--- config.mk ---
export PLATFORM = sky130hd
export DESIGN_NAME = field_bus_seq
export DESIGN_NICKNAME = d
export VERILOG_FILES = /design/src/rtl/fbs_pkg.sv /design/src/rtl/fbs_ref_edge.sv /design/src/rtl/fbs_delay_timer.sv /design/src/rtl/fbs_line_walker.sv /design/src/rtl/field_bus_seq.sv
export SDC_FILE = /design/constraint.sdc
export NUM_CORES = 1
export LEC_CHECK = 0
export ABC_AREA = 0
export BUFFER_PORTS_ARGS = -buffer_cell sky130_fd_sc_hd__buf_2
export CORE_MARGIN = 5
export CORE_UTILIZATION = 43
export DETAILED_ROUTE_END_ITERATION = 10
export GPL_ROUTABILITY_DRIVEN = 0
export PLACE_DENSITY_LB_ADDON = 0.25
export SLEW_MARGIN = 10
export SYNTH_ARGS = -nofsm -noshare
export SYNTH_HDL_FRONTEND = slang
export SYNTH_SLANG_ARGS = --single-unit
--- constraint.sdc ---
create_clock -name clk -period 3.2 [get_ports clk]
set_clock_uncertainty 0.05 [all_clocks]
set_input_delay 0.48 -clock clk [delete_from_list [all_inputs] [get_ports clk]]
set_output_delay 0.48 -clock clk [all_outputs]
set_load 0.005 [all_outputs]
--- src/rtl/fbs_pkg.sv ---
package fbs_pkg;

   // channel indices of the window generators
   localparam int CH_A_RD   = 0;
   localparam int CH_A_VLD  = 1;
   localparam int CH_CE_RD  = 2;
   localparam int CH_CE_VLD = 3;
   localparam int CH_FG_VLD = 4;
   localparam int CH_BD_WR  = 5;
   localparam int CH_BD_VLD = 6;
   localparam int NUM_CH    = 7;

   // which programmable shift a channel adds
   localparam int SH_NONE = 0;
   localparam int SH_A    = 1;
   localparam int SH_CE   = 2;
   localparam int SH_BD   = 3;

   function automatic int width_of(input int n);
      return (n <= 2) ? 1 : $clog2(n);
   endfunction

   function automatic int chan_lat(input int ch, input int a_lat, input int ce_lat,
                                   input int fg_lat, input int bd_lat);
      case (ch)
         CH_A_RD, CH_A_VLD:   return a_lat;
         CH_CE_RD, CH_CE_VLD: return ce_lat;
         CH_FG_VLD:           return fg_lat;
         default:             return bd_lat;
      endcase
   endfunction

   function automatic int chan_lines(input int ch, input int fg_lines, input int bd_lines);
      case (ch)
         CH_FG_VLD:           return fg_lines;
         CH_BD_WR, CH_BD_VLD: return bd_lines;
         default:             return 0;
      endcase
   endfunction

   function automatic int chan_shift(input int ch);
      case (ch)
         CH_A_RD:  return SH_A;
         CH_CE_RD: return SH_CE;
         CH_BD_WR: return SH_BD;
         default:  return SH_NONE;
      endcase
   endfunction

   function automatic int max4(input int a, input int b, input int c, input int d);
      int m;
      m = a;
      if (b > m) m = b;
      if (c > m) m = c;
      if (d > m) m = d;
      return m;
   endfunction

endpackage

--- src/rtl/fbs_ref_edge.sv ---
module fbs_ref_edge (
   input  logic clk,
   input  logic rst_n,
   input  logic ref_re,
   output logic field_start
);
   logic ref_q;

   always_ff @(posedge clk) begin
      if (!rst_n) ref_q <= 1'b0;
      else        ref_q <= ref_re;
   end

   // only a low-to-high transition begins a field; a held level does not
   assign field_start = rst_n & ref_re & ~ref_q;
endmodule

--- src/rtl/fbs_delay_timer.sv ---
module fbs_delay_timer #(
   parameter int CNT_W = 12
) (
   input  logic             clk,
   input  logic             rst_n,
   input  logic             start,
   input  logic [CNT_W-1:0] load_val,
   output logic             go
);
   logic             busy;
   logic [CNT_W-1:0] cnt;

   always_ff @(posedge clk) begin
      if (!rst_n) begin
         busy <= 1'b0;
         cnt  <= '0;
      end else if (start) begin
         busy <= 1'b1;
         cnt  <= load_val;
      end else if (busy) begin
         if (cnt == '0) busy <= 1'b0;
         else           cnt  <= cnt - 1'b1;
      end
   end

   // fires on the edge that ends the countdown; the walker starts there
   assign go = busy & (cnt == '0) & ~start;
endmodule

--- src/rtl/fbs_line_walker.sv ---
module fbs_line_walker #(
   parameter int LINE_LEN    = 200,
   parameter int ACTIVE      = 160,
   parameter int FIELD_LINES = 4
) (
   input  logic clk,
   input  logic rst_n,
   input  logic start,
   input  logic go,
   output logic win
);
   import fbs_pkg::*;

   localparam int PW = width_of(LINE_LEN);
   localparam int LW = width_of(FIELD_LINES);

   logic          running;
   logic [PW-1:0] pos;
   logic [LW-1:0] line;

   always_ff @(posedge clk) begin
      if (!rst_n) begin
         running <= 1'b0;
         pos     <= '0;
         line    <= '0;
      end else if (start) begin
         running <= 1'b0;
         pos     <= '0;
         line    <= '0;
      end else if (go) begin
         running <= 1'b1;
         pos     <= '0;
         line    <= '0;
      end else if (running) begin
         if (pos == PW'(LINE_LEN - 1)) begin
            pos <= '0;
            if (line == LW'(FIELD_LINES - 1)) running <= 1'b0;
            else                             line    <= line + 1'b1;
         end else begin
            pos <= pos + 1'b1;
         end
      end
   end

   generate
      if (ACTIVE >= LINE_LEN) begin : g_full
         assign win = running;
      end else begin : g_part
         assign win = running & (pos < PW'(ACTIVE));
      end
   endgenerate
endmodule

--- src/rtl/field_bus_seq.sv ---
module field_bus_seq
   import fbs_pkg::*;
#(
   parameter int LINE_LEN    = 200,
   parameter int ACTIVE      = 160,
   parameter int FIELD_LINES = 4,
   parameter int SHIFT_W     = 8,
   parameter int A_LAT       = 94,
   parameter int CE_LAT      = 63,
   parameter int FG_LAT      = 148,
   parameter int BD_LAT      = 160,
   parameter int FG_LINES    = 3,
   parameter int BD_LINES    = 4,
   parameter int MEM_W       = 2,
   parameter int THIRD_MEM   = 3
) (
   input  logic               clk,
   input  logic               rst_n,
   input  logic               ref_re,
   input  logic [SHIFT_W-1:0] shift_a,
   input  logic [SHIFT_W-1:0] shift_ce,
   input  logic [SHIFT_W-1:0] shift_bd,
   input  logic [MEM_W-1:0]   mem_count,
   input  logic               matrix_en,
   output logic               a_rd_en,
   output logic               a_vld,
   output logic               c_rd_en,
   output logic               e_rd_en,
   output logic               ce_vld,
   output logic               f_vld,
   output logic               g_vld,
   output logic               b_wr_en,
   output logic               d_wr_en,
   output logic               b_vld,
   output logic               d_vld
);

   localparam int MAX_BASE  = max4(A_LAT, CE_LAT, FG_LAT + FG_LINES * LINE_LEN,
                                   BD_LAT + BD_LINES * LINE_LEN);
   localparam int MAX_DELAY = MAX_BASE + (1 << SHIFT_W) - 1;
   localparam int CNT_W     = width_of(MAX_DELAY + 1);

   // elaboration-time parameter checks
   if (ACTIVE < 1 || ACTIVE > LINE_LEN) begin : g_bad_active
      $error("ACTIVE must lie in 1..LINE_LEN");
   end
   if (FIELD_LINES < 1) begin : g_bad_lines
      $error("FIELD_LINES must be at least 1");
   end
   if (A_LAT < 1 || CE_LAT < 1 || FG_LAT < 1 || BD_LAT < 1) begin : g_bad_lat
      $error("every bus latency must be at least one cycle");
   end
   if (THIRD_MEM >= (1 << MEM_W)) begin : g_bad_mem
      $error("THIRD_MEM does not fit in MEM_W bits");
   end

   logic              field_start;
   logic [NUM_CH-1:0] win;
   logic              third_fitted;

   fbs_ref_edge u_edge (
      .clk         (clk),
      .rst_n       (rst_n),
      .ref_re      (ref_re),
      .field_start (field_start)
   );

   for (genvar ch = 0; ch < NUM_CH; ch++) begin : g_ch
      localparam int BASE = chan_lat(ch, A_LAT, CE_LAT, FG_LAT, BD_LAT)
                          + chan_lines(ch, FG_LINES, BD_LINES) * LINE_LEN;
      localparam int SEL  = chan_shift(ch);

      logic [SHIFT_W-1:0] sh;
      logic [CNT_W-1:0]   load_val;
      logic               go;

      if (SEL == SH_A) begin : g_sa
         assign sh = shift_a;
      end else if (SEL == SH_CE) begin : g_sce
         assign sh = shift_ce;
      end else if (SEL == SH_BD) begin : g_sbd
         assign sh = shift_bd;
      end else begin : g_s0
         assign sh = '0;
      end

      // the shift is taken only when the timer loads at the field edge
      assign load_val = CNT_W'(BASE - 1) + CNT_W'(sh);

      fbs_delay_timer #(.CNT_W(CNT_W)) u_timer (
         .clk      (clk),
         .rst_n    (rst_n),
         .start    (field_start),
         .load_val (load_val),
         .go       (go)
      );

      fbs_line_walker #(
         .LINE_LEN    (LINE_LEN),
         .ACTIVE      (ACTIVE),
         .FIELD_LINES (FIELD_LINES)
      ) u_walk (
         .clk   (clk),
         .rst_n (rst_n),
         .start (field_start),
         .go    (go),
         .win   (win[ch])
      );
   end

   assign third_fitted = (mem_count == MEM_W'(THIRD_MEM));

   assign a_rd_en = win[CH_A_RD];
   assign a_vld   = win[CH_A_VLD];
   assign c_rd_en = win[CH_CE_RD];
   assign e_rd_en = win[CH_CE_RD];
   assign ce_vld  = win[CH_CE_VLD];
   assign f_vld   = win[CH_FG_VLD];
   assign g_vld   = win[CH_FG_VLD] & matrix_en;
   assign b_wr_en = win[CH_BD_WR];
   assign d_wr_en = win[CH_BD_WR] & third_fitted;
   assign b_vld   = win[CH_BD_VLD];
   assign d_vld   = win[CH_BD_VLD] & third_fitted;

endmodule

==> results.py, run 1 <==
metrics = {
    "run_status": {
        "status": "complete, no violations",
    },
    "global_route": {
        "grt_pass1_vias": 5935,
        "grt_max_degree": 54,
        "grt.overflow.total": 0,
        "antenna_found_initial": 0,
        "grt_pass1_wl_mm": 27.63,
        "grt_use_total_pct": 15.10,
    },
    "timing": {
        "fin_crit_ps": 2236,
        "hold_viol_final": 0,
        "worstMarginPinSlew_ps": 826.1,
        "holdWs_ps": 229.7,
        "fmax_mhz": 447.2,
        "final_max_slew_viol_count": 0,
        "slew_headroom_pct": 44.67,
        "setup_viol": 0,
        "timing.final.crit_share_pct": 69.87,
        "tns_ps": 0,
        "rsz0062_at_grt": "false",
    },
    "job": {
        "maxCapViolCount": 0,
    },
    "synthesis": {
        "synth_area_um2": 8088,
        "synth_edf_count": 0,
        "ys_ff_latch": 162,
        "syn-instance-count": 931,
        "synth_flop_cell": "dfxtp_1",
        "synthArstFlopShare_pct": 0,
        "ys_types": 67,
        "ys_warn_count": 0,
        "syn_nets": 992,
        "synth.avg_cell_area_um2": 8.687,
        "synth-seq-area-share_pct": 40.10,
    },
    "setup_path": {
        "path_cells": "inv_1 -> ha_1 -> or4b_1 -> nor3_2 -> a21o_1 -> o21bai_1 -> nor2_1",
        "crit_path_top_delay_cell": "or4b_1",
        "required_ps": 3460,
        "critPathArrivalTime_ps": 2500,
        "worst-setup-path-type": "flip-flop to flip-flop",
        "cp_max_fo": 7,
        "crit_path_end_kind": "flip-flop",
        "startpoint_type": "flip-flop",
        "slowest_delay_ps": 560,
    },
    "routing": {
        "drt-wirelength-per-cell_um": 13.14,
        "avgViaCountPerCell": 5.299,
        "drc": 0,
        "drt-pass1-iter-count": 4,
        "postRouteAntennaNets": 0,
        "dr_total_vias": 6444,
        "drtIter0Drc": 301,
        "wl_mm": 15.98,
    },
    "placed_design": {
        "dp.cells": 1184,
        "port_buffers": 40,
        "dpl.hpwl_mm": 11.27,
    },
    "power_and_ir_drop": {
        "p_leak_nw": 3.328,
        "power.density_nw_per_um2": 549.2,
        "total_power_mw": 5.022,
        "ir_drop_mv": 0.3491,
    },
    "clocking": {
        "ctsRootBufferMaster": "clkbuf_16",
        "cts_made_buffers": 17,
        "clock-sinks": 162,
        "cts_buffer_depth": 2,
        "hold_buffers": 0,
        "cts.clk_slew.worst_paths_ps": 60,
        "h-tree-depth": 4,
        "clk_latency_ps": 420,
        "ctsResizeCount": 0,
        "post-cts-setup-buffers": 0,
        "cts_tree": "built",
    },
    "finish": {
        "n_antenna_cell": 0,
        "multi_input_area_um2": 4627,
        "fillers": 1810,
        "final_cells": 1216,
        "syn2layout_area_growth_pct": 13.07,
        "layout-drive-gt1-share_pct": 10.39,
        "seq_area_um2": 3243,
        "final_nets": 1030,
    },
    "hold_path": {
        "hold_path_class": "input pin to flip-flop",
    },
    "die": {
        "die_h_um": 147.1,
        "initial_core_util_pct": 43.38,
        "io_pins": 41,
        "num_rows": 50,
        "dieArea_um2": 21650,
        "core_um2": 18640,
        "fp.dieW_um": 147.1,
    },
}
[worst paths after layout]
| path | from | to | slack, ps | depth (start not counted) |
|---|---|---|---|---|
| max | g_ch[0].u_timer.cnt[0] | g_ch[0].u_walk.pos[6] | 960 | 7 |
| min | shift_a[0] | g_ch[0].u_timer.cnt[0] | 230 | 2 |
| max reg2reg | g_ch[0].u_timer.cnt[0] | g_ch[0].u_walk.pos[6] | 960 | 7 |
| min reg2reg | g_ch[0].u_timer.cnt[3] | g_ch[0].u_timer.cnt[3] | 440 | 2 |
[report_power, final]
group | switching, mW | internal [mW] | leakage, nW | total [mW]
sequential | 0.0995 | 2.11 | 1.32 | 2.21
clock | 0.824 | 1.33 | 0.303 | 2.15
combinational | 0.385 | 0.274 | 1.70 | 0.659
total | 1.31 | 3.71 | 3.33 | 5.02
[state kept, by name (all words and copies together) (netlist names)]
register             count
g_ch.u_walk.running      7
g_ch.u_walk.line        14
u_edge.ref_q             1
g_ch.u_timer.busy        7
g_ch.u_timer.cnt        77
g_ch.u_walk.pos         56
[cell families (layout without fill, tap and decap cells)]
kind of cell / count (synthesis) / in the layout / synth area share, %
xor+xnor: 109 / 109 / 11.80
flops: 162 / 162 / 40.10
simple gates: 398 / 398 / 26.36
fa+ha+maj: 31 / 31 / 4.796
compound gates: 162 / 162 / 12.58
mux: 13 / 13 / 1.609
buf+inv: 56 / 107 / 2.754
[stage by stage]
step,util (%),setup slack (ps),instance area (um^2)
finish,49.05,964.1,9145
global route,49.05,742.2,9145
CTS,49.05,951.3,9145
detailed placement,45.68,967.9,8517
global placement,45.68,1001,8517
floorplan,-,1227,8088
[metal layers]
metal / vias to the layer above / global-route usage [%] / wire, um / share of wire [%]
met2: 88 / 24.06 / 7244 / 45
met1: 2945 / 20.28 / 8005 / 50
li1: 3389 / - / - / -
met4: 0 / 5.405 / 265 / 1.7
met3: 22 / 3.239 / 465 / 2.9
met5: - / 0 / 0 / 0
[layout by cell type (no fill, tap or decap), drive strengths merged, types with 8 or more instances in the layout]
cell / count
nor4b: 10
xor2: 57
xnor2: 52
inv: 28
mux2i: 13
clkinv: 8
nor2: 120
or3: 14
and2: 13
nor4: 12
nand2b: 17
a21oi: 75
ha: 31
nor3: 34
o21ai: 30
nand4: 20
clkbuf: 19
a211oi: 9
nand2: 60
buf: 46
nand3b: 12
nand3: 34
and3: 14
dfxtp: 162
or4: 13
[cell usage after synthesis, drive strengths merged (20+ instances only)]
cell | n | area [um^2]
o21ai | 30 | 150.1
inv | 28 | 105.1
a21oi | 75 | 375.4
xor2 | 57 | 499.2
nand3 | 34 | 170.2
nor3 | 34 | 196.4
nor2 | 120 | 450.4
nand2 | 60 | 227.7
xnor2 | 52 | 455.4
dfxtp | 162 | 3243
nand4 | 20 | 125.1
ha | 31 | 387.9
clkbuf | 21 | 78.83
[area by class of cell]
class / instances / share of cell area (%)
repair buffers: 46 / 2.682
clock inverters: 13 / 2.025
clock buffers: 19 / 4.843
inverters: 29 / 1.190
flip-flops and latches: 162 / 35.46
well taps: 234 / 3.202
multi-input cells: 713 / 50.60
[critical path: cells and delay by family (launching register included)]
| kind | cells | cell delay (ps) |
|---|---|---|
| AND/OR/NAND/NOR | 3 | 950 |
| buffers and inverters | 1 | 100 |
| AO/OA/AOI/OAI | 2 | 540 |
| adder cells (fa/ha/maj) | 1 | 140 |
| flip-flops | 1 | 330 |
Note: power is estimated with default switching activity, not from simulation.
==> run 2, diff against run 1 <==
ABC_AREA = 1   (was 0)
clock period = 1.89 ns   (was 3.2 ns; I/O delays follow)
==> run 2 against run 1 <==
Compared with the run above: combinational power grew to 3.5 times the previous value; critical endpoint is now g_vld; sequential share of layout area decreased by 3.6 points; sequential power increased by 76%; largest cell class unchanged.
==> results.py, run 2 <==
metrics = {
    "clocking": {
        "hold_buffers": 0,
        "cts_tree": "built",
        "cts_buffer_depth": 2,
        "clk_latency_ps": 430,
        "ctsRootBufferMaster": "clkbuf_16",
        "cts_made_buffers": 17,
        "h-tree-depth": 4,
        "post-cts-setup-buffers": 0,
        "cts.clk_slew.worst_paths_ps": 60,
        "clock-sinks": 162,
    },
    "routing": {
        "drt-pass1-iter-count": 5,
        "wl_mm": 19.00,
        "avgViaCountPerCell": 4.940,
        "dr_total_vias": 8284,
        "drtIter0Drc": 468,
        "drc": 0,
        "postRouteAntennaNets": 0,
        "drt-wirelength-per-cell_um": 11.33,
    },
    "synthesis": {
        "syn_nets": 1392,
        "ys_ff_latch": 162,
        "syn-instance-count": 1331,
        "ys_types": 38,
        "synth_top_cells_by_area": "dfxtp_1, nand2_1, nor2_1, nand3_1, inv_1",
        "synth_common_cells": "nand2_1, nor2_1, dfxtp_1",
        "synth_area_um2": 8930,
        "synth_edf_count": 0,
        "synth-seq-area-share_pct": 36.32,
        "synth_top_area_share_pct": 36.32,
        "synthArstFlopShare_pct": 0,
        "yosysMostFrequentCell": "nand2_1",
        "synth.avg_cell_area_um2": 6.709,
        "synth_flop_cell": "dfxtp_1",
        "ys_warn_count": 0,
        "yosys.area.top_type": "dfxtp_1",
    },
    "finish": {
        "regMostFlops": "g_ch.u_timer.cnt",
        "layout-drive-gt1-share_pct": 8.884,
        "n_antenna_cell": 0,
        "layout.cells.most_common": "nand2_1",
        "fillers": 2037,
        "final_core_util_pct": 50.01,
        "largest_reg_flops": 77,
        "final_nets": 1455,
        "most-common-layout-cells": "nand2_1, nor2_1, dfxtp_1, inv_1, nand3_1",
        "syn2layout_area_growth_pct": 14.04,
        "reg.largest.list": "g_ch.u_timer.cnt x77, g_ch.u_walk.pos x56, g_ch.u_walk.line x14",
    },
    "global_route": {
        "grt_max_degree": 32,
        "grt_pass1_vias": 7611,
        "grt_pass1_wl_mm": 33.53,
        "grt.overflow.total": 0,
        "grt_use_total_pct": 16.20,
        "antenna_found_initial": 0,
    },
    "setup_path": {
        "r2r-start": "g_ch[2].u_timer.cnt[0]",
        "crit_path_end_kind": "output port",
        "required_ps": 1560,
        "reg2reg_setup_slack_ps": 190,
        "startpoint_type": "flip-flop",
        "r2r_cells": 7,
        "cp_max_fo": 6,
        "crit_end": "g_vld",
        "reg2reg_to": "g_ch[2].u_walk.pos[7]",
        "critPathArrivalTime_ps": 1400,
        "worst-setup-path-type": "flip-flop to output port",
        "crit_start": "g_ch[4].u_walk.running",
    },
    "die": {
        "dieArea_um2": 23750,
        "io_pins": 41,
        "num_rows": 52,
        "die_h_um": 154.1,
        "core_um2": 20360,
        "fp.dieW_um": 154.1,
        "initial_core_util_pct": 43.85,
    },
    "timing": {
        "holdWs_ps": 32.90,
        "fin_crit_ps": 1733,
        "fmax_mhz": 577.0,
        "setup_viol": 0,
        "slew_headroom_pct": 68.25,
        "timing.final.crit_share_pct": 91.70,
        "worstMarginPinSlew_ps": 471.2,
        "timing.final.ws_setup_ps": 157.0,
        "final_max_slew_viol_count": 0,
        "hold_viol_final": 0,
    },
    "placed_design": {
        "dpl.hpwl_mm": 13.87,
        "port_buffers": 40,
        "preCtsSetupSlack_ps": 177.2,
    },
    "power_and_ir_drop": {
        "p_leak_nw": 4.353,
        "power.density_nw_per_um2": 952.2,
        "ir_drop_mv": 0.6369,
        "total_power_mw": 9.697,
    },
    "hold_path": {
        "min-delay-start": "ref_re",
        "hold_path_class": "input pin to flip-flop",
    },
    "job": {
        "maxCapViolCount": 0,
    },
    "run_status": {
        "status": "complete, no violations",
    },
}
==> run 2: cell types whose count changed after synthesis, sizes merged, moves of 13 or more <==
cell,previous run,this run
nand2,60,278
inv,28,159
nor2,120,218
nand3,34,119
o21ai,30,63
xnor2,52,25
xor2,57,32
nand4,20,42
nand2b,17,1
a21oi,75,90
or3,14,0
buf,6,19
or4,13,0
==> run 2: logic make-up (layout without fill, tap and decap cells) <==
kind of cell    Yosys count  in the layout  synth area share, %
xor+xnor                 57             57                5.591
mux                       1              1               0.1121
flops                   162            162                36.32
compound gates          180            180                10.93
simple gates            709            709                34.12
fa+ha+maj                31             31                4.344
buf+inv                 191            267                8.589
==> run 2: final cells by class <==
class / instances / area [um^2] / area share, %
clock buffer: 21 / 470.5 / 4.620
clock inverter: 11 / 128.9 / 1.266
inverter: 160 / 601.8 / 5.910
multi-input combinational: 978 / 4936 / 48.47
sequential: 162 / 3246 / 31.87
tap: 270 / 337.8 / 3.317
timing repair buffer: 75 / 462.9 / 4.546
==> run 2: what timing repair did <==
| action | CTS | global route |
|---|---|---|
| pin swaps | 0 | 0 |
| resized for setup | 1 | 5 |
| setup endpoints to repair | 1 | 9 |
==> run 2: worst min path at each step <==
| stage | slack [ps] | depth (start not counted) | end |
|---|---|---|---|
| 2_1_floorplan | 360 | 2 | u_edge.ref_q |
| 3_3_place_gp | 400 | 2 | g_ch[4].u_walk.line[1] |
| 3_5_place_dp | 410 | 2 | g_ch[6].u_walk.line[1] |
| 4_1_cts | 20 | 3 | u_edge.ref_q |
| 5_1_grt | 70 | 3 | u_edge.ref_q |
| 6_report | 30 | 3 | u_edge.ref_q |
==> run 2: metrics by stage <==
step,setup TNS (ps),cell area (um^2),instances
4_1_cts,0,10170,1677
5_1_grt,-64.15,10180,1677
6_report,0,10180,1677
3_5_place_dp,0,9565,1645
3_3_place_gp,0,9565,1645
2_1_floorplan,0,8930,1331
==> run 2: worst max-delay path, stage by stage (launching register included) <==
cell and delay (ps):
dfxtp_1 400, buf_4 170, inv_1 80, nor3b_1 190, buf_2 140
==> run 2: metal layers <==
metal / track usage (%) / up-vias / routed length [um]
li1: - / 4456 / -
met1: 21.42 / 3706 / 9565
met2: 26.87 / 98 / 8669
met3: 2.530 / 24 / 462
met4: 5.677 / 0 / 299
met5: 0 / - / 0
==> run 2: report_power, final <==
group / total [mW] / internal [mW] / switching [mW]
registers: 3.89 / 3.65 / 0.239
logic: 2.33 / 0.901 / 1.42
clock network: 3.48 / 2.06 / 1.42
